$ cat config.mk
export PLATFORM = sky130hd
export DESIGN_NAME = abd_calib
export DESIGN_NICKNAME = d
export VERILOG_FILES = /design/src/rtl/abd_pkg.sv /design/src/rtl/abd_sync.sv /design/src/rtl/abd_meter.sv /design/src/rtl/abd_divcalc.sv /design/src/rtl/abd_ctrl.sv /design/src/rtl/abd_calib.sv
export SDC_FILE = /design/constraint.sdc
export NUM_CORES = 1
export LEC_CHECK = 0
export BUFFER_PORTS_ARGS = -buffer_cell sky130_fd_sc_hd__buf_2
export CORE_MARGIN = 2
export CORE_UTILIZATION = 60
export DETAILED_ROUTE_END_ITERATION = 7
export GPL_ROUTABILITY_DRIVEN = 0
export GPL_TIMING_DRIVEN = 0
export PLACE_DENSITY = 0.86
export SLEW_MARGIN = 20
export SYNTH_ARGS = -nofsm -noshare
export SYNTH_HDL_FRONTEND = slang
export SYNTH_SLANG_ARGS = --single-unit
$ cat constraint.sdc
create_clock -name clk -period 6.65 [get_ports clk]
set_input_delay 0.9975 -clock clk [delete_from_list [all_inputs] [get_ports clk]]
set_output_delay 0.9975 -clock clk [all_outputs]
set_load 0.1 [all_outputs]
$ cat src/rtl/abd_pkg.sv
package abd_pkg;

    // log2 of the receiver oversampling rate
    localparam int OVS_LOG2 = 4;

    typedef enum logic [1:0] {
        ST_OFF  = 2'd0,
        ST_WAIT = 2'd1,
        ST_MEAS = 2'd2
    } abd_state_e;

    // end-of-window events from the meter
    typedef struct packed {
        logic done;  // line returned high, count valid
        logic ovf;   // counter limit reached with line still low
    } meas_evt_t;

    // arm-bit write as seen by the controller
    typedef struct packed {
        logic set_req;
        logic clr_req;
    } arm_req_t;

    function automatic arm_req_t decode_arm(input logic wr, input logic val);
        arm_req_t r;
        r.set_req = wr & val;
        r.clr_req = wr & ~val;
        return r;
    endfunction

endpackage

$ cat src/rtl/abd_sync.sv
module abd_sync #(
    parameter int STAGES = 2
) (
    input  logic clk,
    input  logic rst,
    input  logic rx_raw,
    output logic rx_s,
    output logic rx_fall
);
    logic [STAGES-1:0] chain;
    logic              rx_prev;

    generate
        for (genvar i = 0; i < STAGES; i++) begin : g_stage
            if (i == 0) begin : g_first
                always_ff @(posedge clk) begin
                    if (rst) chain[0] <= 1'b1;
                    else     chain[0] <= rx_raw;
                end
            end else begin : g_next
                always_ff @(posedge clk) begin
                    if (rst) chain[i] <= 1'b1;
                    else     chain[i] <= chain[i-1];
                end
            end
        end
    endgenerate

    always_ff @(posedge clk) begin
        if (rst) rx_prev <= 1'b1;
        else     rx_prev <= chain[STAGES-1];
    end

    assign rx_s    = chain[STAGES-1];
    assign rx_fall = rx_prev & ~chain[STAGES-1];

endmodule

$ cat src/rtl/abd_meter.sv
module abd_meter
    import abd_pkg::*;
#(
    parameter int CNT_W = 12
) (
    input  logic             clk,
    input  logic             rst,
    input  logic             start,
    input  logic             rx_s,
    output meas_evt_t        evt,
    output logic [CNT_W-1:0] count
);
    localparam logic [CNT_W-1:0] CNT_MAX = '1;

    logic             busy;
    logic [CNT_W-1:0] cnt;

    always_comb begin
        evt.done = busy & rx_s;
        evt.ovf  = busy & ~rx_s & (cnt == CNT_MAX);
    end

    always_ff @(posedge clk) begin
        if (rst) begin
            busy <= 1'b0;
            cnt  <= '0;
        end else if (start) begin
            busy <= 1'b1;
            cnt  <= CNT_W'(1);
        end else if (busy) begin
            if (evt.done || evt.ovf) busy <= 1'b0;
            else                     cnt  <= cnt + 1'b1;
        end
    end

    assign count = cnt;

    // the count never wraps to zero inside a window
    a_r8_no_wrap: assert property (@(posedge clk) disable iff (rst)
        (busy && !start && !evt.done && !evt.ovf) |=> (cnt != '0));

    // the end of a window releases the meter
    a_r5_done_releases: assert property (@(posedge clk) disable iff (rst)
        (evt.done && !start) |=> !busy);

endmodule

$ cat src/rtl/abd_divcalc.sv
module abd_divcalc
    import abd_pkg::*;
#(
    parameter int CNT_W = 12
) (
    input  logic [CNT_W-1:0]          count,
    output logic [CNT_W-OVS_LOG2-1:0] div,
    output logic                      too_small
);
    localparam int Q_W = CNT_W + 1 - OVS_LOG2;
    localparam logic [CNT_W:0] HALF = (CNT_W+1)'(1 << (OVS_LOG2 - 1));

    logic [CNT_W:0] sum;
    logic [Q_W-1:0] quo;
    logic [Q_W-1:0] quo_m1;

    always_comb begin
        sum       = {1'b0, count} + HALF;
        quo       = sum[CNT_W:OVS_LOG2];
        quo_m1    = quo - Q_W'(1);
        too_small = (quo <= Q_W'(1));
        div       = quo_m1[CNT_W-OVS_LOG2-1:0];
    end

endmodule

$ cat src/rtl/abd_ctrl.sv
module abd_ctrl
    import abd_pkg::*;
#(
    parameter int DIV_W = 8
) (
    input  logic             clk,
    input  logic             rst,
    input  logic             arm_wr,
    input  logic             arm_val,
    input  logic             rx_s,
    input  logic             rx_fall,
    input  meas_evt_t        evt,
    input  logic [DIV_W-1:0] div_calc,
    input  logic             too_small,
    output logic             meas_start,
    output logic [DIV_W-1:0] div_q,
    output logic             load_q,
    output logic             err_q,
    output logic             armed
);
    abd_state_e st;
    arm_req_t   req;

    always_comb begin
        req        = decode_arm(arm_wr, arm_val);
        meas_start = (st == ST_WAIT) && rx_fall && !req.clr_req;
        armed      = (st != ST_OFF);
    end

    always_ff @(posedge clk) begin
        if (rst) begin
            st     <= ST_OFF;
            div_q  <= '0;
            load_q <= 1'b0;
            err_q  <= 1'b0;
        end else begin
            load_q <= 1'b0;
            err_q  <= 1'b0;
            unique case (st)
                ST_OFF: begin
                    if (req.set_req && rx_s) st <= ST_WAIT;
                end
                ST_WAIT: begin
                    if (req.clr_req)  st <= ST_OFF;
                    else if (rx_fall) st <= ST_MEAS;
                end
                ST_MEAS: begin
                    if (req.clr_req) begin
                        st <= ST_OFF;
                    end else if (evt.done) begin
                        st <= ST_OFF;
                        if (too_small) begin
                            err_q <= 1'b1;
                        end else begin
                            load_q <= 1'b1;
                            div_q  <= div_calc;
                        end
                    end else if (evt.ovf) begin
                        st    <= ST_OFF;
                        err_q <= 1'b1;
                    end
                end
                default: st <= ST_OFF;
            endcase
        end
    end

    // a load always coincides with the bit clearing
    a_r6_load_disarms: assert property (@(posedge clk) disable iff (rst)
        load_q |-> !armed);

    // an error also clears the bit, and never coincides with a load
    a_r7_err_disarms: assert property (@(posedge clk) disable iff (rst)
        err_q |-> (!armed && !load_q));

    // arming only follows an accepted write on an idle line
    a_r3_arm_only_idle: assert property (@(posedge clk) disable iff (rst)
        $rose(armed) |-> $past(arm_wr && arm_val && rx_s));

    // divisor only changes on a load, and a loaded value is never zero
    a_r7_div_stable: assert property (@(posedge clk) disable iff (rst)
        !$stable(div_q) |-> load_q);
    a_r7_div_nonzero: assert property (@(posedge clk) disable iff (rst)
        load_q |-> (div_q != '0));

endmodule

$ cat src/rtl/abd_calib.sv
module abd_calib
    import abd_pkg::*;
#(
    parameter int CNT_W     = 12,
    parameter int SYNC_STGS = 2
) (
    input  logic                      clk,
    input  logic                      rst,
    input  logic                      rx_in,
    input  logic                      arm_wr,
    input  logic                      arm_val,
    output logic [CNT_W-OVS_LOG2-1:0] div_out,
    output logic                      div_load,
    output logic                      err_pulse,
    output logic                      armed
);
    localparam int DIV_W = CNT_W - OVS_LOG2;

    logic             rx_s;
    logic             rx_fall;
    logic             meas_start;
    meas_evt_t        evt;
    logic [CNT_W-1:0] count;
    logic [DIV_W-1:0] div_calc;
    logic             too_small;

    abd_sync #(.STAGES(SYNC_STGS)) u_sync (
        .clk     (clk),
        .rst     (rst),
        .rx_raw  (rx_in),
        .rx_s    (rx_s),
        .rx_fall (rx_fall)
    );

    abd_meter #(.CNT_W(CNT_W)) u_meter (
        .clk   (clk),
        .rst   (rst),
        .start (meas_start),
        .rx_s  (rx_s),
        .evt   (evt),
        .count (count)
    );

    abd_divcalc #(.CNT_W(CNT_W)) u_divcalc (
        .count     (count),
        .div       (div_calc),
        .too_small (too_small)
    );

    abd_ctrl #(.DIV_W(DIV_W)) u_ctrl (
        .clk        (clk),
        .rst        (rst),
        .arm_wr     (arm_wr),
        .arm_val    (arm_val),
        .rx_s       (rx_s),
        .rx_fall    (rx_fall),
        .evt        (evt),
        .div_calc   (div_calc),
        .too_small  (too_small),
        .meas_start (meas_start),
        .div_q      (div_out),
        .load_q     (div_load),
        .err_q      (err_pulse),
        .armed      (armed)
    );

    // nothing is reported while the block is idle and disarmed
    a_r9_quiet_when_off: assert property (@(posedge clk) disable iff (rst)
        ($past(!armed) && !armed) |-> (!div_load && !err_pulse));

endmodule

==> metrics.cfg <==
[run_status]
status=finished clean

[sta]
slew_violations=0
period_share=0.4466
rsz0062_at_grt=false
relSlewSlack=0.6007
fin_tns_setup_ns=0
setup_viol=0
worst_clock_skew_ns=0.002064
hold_ws_ns=0.4479
period_needed_ns=2.970
max_freq_ghz=0.3367
tightest_slew_ns=0.5925
hold_viol=0

[critical_path]
cp-end-kind=flip-flop
path_cells=ha_1, buf_2, nand3_1, nor3_1, mux2_2, o41ai_2, nor2_4, mux2i_1, nor2_1
reg2reg_depth=9
r2r-end=u_ctrl.div_q[2]$_SDFFE_PP0P_
path_buf_inv=1
critPathLaunchType=flip-flop
slowest_delay_ns=0.63
critical_path.max_fanout=9
required_ns=6.87
slowest_stage=o41ai_2
worst_ep_arrival_time_ns=3.19
cp_top_family=simple AND/OR/NAND/NOR gates
critPathKind=reg -> reg
reg2reg_slack_ns=3.68
rr_startpoint=u_meter.count[3]$_SDFFE_PP0P_

[route]
vias=1232
wl_per_cell_um=12.74
vias_per_cell=5.600
ant_nets=0
drt_iter0_markers=21
remaining_drc_errors=0
wirelength_um=2803
first_pass_iters=6

[grt]
grt_pass1_vias=1079
antenna_found_initial=0
grt_use_total=0.2038
grt_pass1_wl_um=4409
grt_max_degree=15
overflow=0

[power]
p_per_area_nw_per_um2=150.6
ir_worst_vdd_v=0.0001123
leakagePower_nw=0.6527

[synth]
mappedNetlistArea_um2=1528
ys_ff_latch=28
syn-num-nets=182
seq_area_frac_synth=0.3669
yosysTopAreaCell=dfxtp_1
synth_top_cell_area_share=0.3669
synth_ff_type=dfxtp_1
async_flop_share=0
synth_cell_type_count=40
postSynthCellCount=173
synth_enable_flop_cells=0
avgSynthCellArea_um2=8.831
synth_most_common_cell=dfxtp_1
synth_common_cells=dfxtp_1 (28), nor2_1 (19), nand2_1 (16), xnor2_1 (12), xor2_1 (8)
yosys-top-cells-area=dfxtp_1 (37%), xnor2_1 (6.9%), nor2_1 (4.7%)
yosysWarnings=0

[final_layout]
multi_input_area_um2=892.1
num-nets-final=201
seqCellArea_um2=560.5
drive_gt1_frac=0.2158
area_growth_pct=8.518
finalInstanceArea_um2=1658
nFillCells=197
diodes=0
fin_cells=220

[floorplanning]
core_region_area_um2=2455
rows=18
dieArea_um2=2966
start_util=0.6223
die_y_um=54.46
io_pins=16
die_x_um=54.46

[min_path]
hold_start=u_sync.chain[0]$_SDFF_PP1_
hold_end=u_sync.rx_s$_SDFF_PP1_
hp-class=reg -> reg
worstHoldPathCells=1

[clock_tree]
htree_levels=1
cts_made_buffers=3
post_cts_buffers=0
clk_latency_ns=0.33
cts_tree=yes
clockRootBuffer=clkbuf_4
cts.sinks=28
hold_buffers=0
cts_buffer_depth=2
clk_pin_slew_worst_paths_ns=0.13
cts-resized-gates=0

[run]
maxCapViolations=0

[placement]
placed_area_um2=1635
hpwl_um=2168
dp.cells=217
io_buffers=14

[worst max path at each step]
stage | startpoint | end | slack, ns | cells past startpoint
2_1_floorplan | u_meter.count[3]$_SDFFE_PP0P_ | u_ctrl.div_q[1]$_SDFFE_PP0P_ | 4.07 | 9
3_3_place_gp | u_meter.count[3]$_SDFFE_PP0P_ | u_ctrl.div_q[3]$_SDFFE_PP0P_ | 3.89 | 9
3_5_place_dp | u_meter.count[3]$_SDFFE_PP0P_ | u_ctrl.div_q[4]$_SDFFE_PP0P_ | 3.79 | 9
4_1_cts | u_meter.count[3]$_SDFFE_PP0P_ | u_ctrl.div_q[2]$_SDFFE_PP0P_ | 3.77 | 9
5_1_grt | u_meter.count[3]$_SDFFE_PP0P_ | u_ctrl.div_q[3]$_SDFFE_PP0P_ | 3.52 | 9
6_report | u_meter.count[3]$_SDFFE_PP0P_ | u_ctrl.div_q[2]$_SDFFE_PP0P_ | 3.68 | 9
[cells in the final DEF, fill, tap and decap left out, types with 4 or more instances in the layout]
cell / count
nand2b_1: 4
nand2_1: 16
inv_1: 4
o21ai_0: 5
xnor2_1: 12
ha_1: 4
nor3_1: 7
or2_2: 4
nor2_1: 19
a21oi_1: 7
nand3_1: 5
xor2_1: 8
buf_2: 17
mux2i_1: 7
dfxtp_1: 28
[stage by stage]
| step | power, W | worst slack [ns] | util |
|---|---|---|---|
| after floorplan | 0.0001825 | 4.070 | - |
| after global placement | 0.0001849 | 3.889 | 0.6662 |
| after detailed placement | 0.0001854 | 3.788 | 0.6662 |
| after CTS | 0.0002520 | 3.767 | 0.6753 |
| after global routing | 0.0002573 | 3.523 | 0.6753 |
| final | 0.0002496 | 3.680 | 0.6753 |
[flip-flops by register name, indices dropped and copies added, names as in the netlist]
| signal | flops |
|---|---|
| u_ctrl.load_q | 1 |
| u_sync.rx_s | 1 |
| u_sync.rx_prev | 1 |
| u_ctrl.err_q | 1 |
| u_meter.count | 12 |
| u_ctrl.div_q | 8 |
| u_ctrl.st | 2 |
| u_meter.busy | 1 |
| u_sync.chain | 1 |
[layout make-up]
| class | count | share of cell area |
|---|---|---|
| Timing Repair Buffer | 14 | 0.04226 |
| Clock buffer | 3 | 0.01358 |
| Tap cell | 30 | 0.02264 |
| Multi-Input combinational cell | 131 | 0.5381 |
| Buffer | 10 | 0.03623 |
| Sequential cell | 28 | 0.3381 |
| Inverter | 4 | 0.009057 |
[cells by family after synthesis]
family                   count (synthesis)  synth area share
AND/OR/NAND/NOR                         76            0.2801
flip-flops                              28            0.3669
AO/OA/AOI/OAI                           22           0.09582
XOR/XNOR                                20            0.1147
buffers and inverters                   14           0.04913
multiplexers                             9           0.06061
adder cells (fa/ha/maj)                  4           0.03276
[power breakdown]
part	switching [W]	internal (W)	leakage (nW)	total [W]
logic	0.00000806	0.00000345	0.413	0.0000115
clock network	0.0000466	0.0000213	0.0138	0.0000679
registers	0.00000105	0.000169	0.226	0.000170
[worst reg2reg max path: stages (launching register included)]
cell and delay, ns:
dfxtp_1 0.50, ha_1 0.19, buf_2 0.18, nand3_1 0.11
nor3_1 0.42, mux2_2 0.44, o41ai_2 0.63, nor2_4 0.15
mux2i_1 0.18, nor2_1 0.06
[per-layer routing]
metal  wire [µm]  share of wire  track usage
met1        1298           0.46       0.2336
met5           0              0            0
met3         101          0.036      0.04098
met2        1379           0.49       0.3675
met4          23         0.0082      0.07917
No activity file was read; power rests on OpenSTA's default activity.
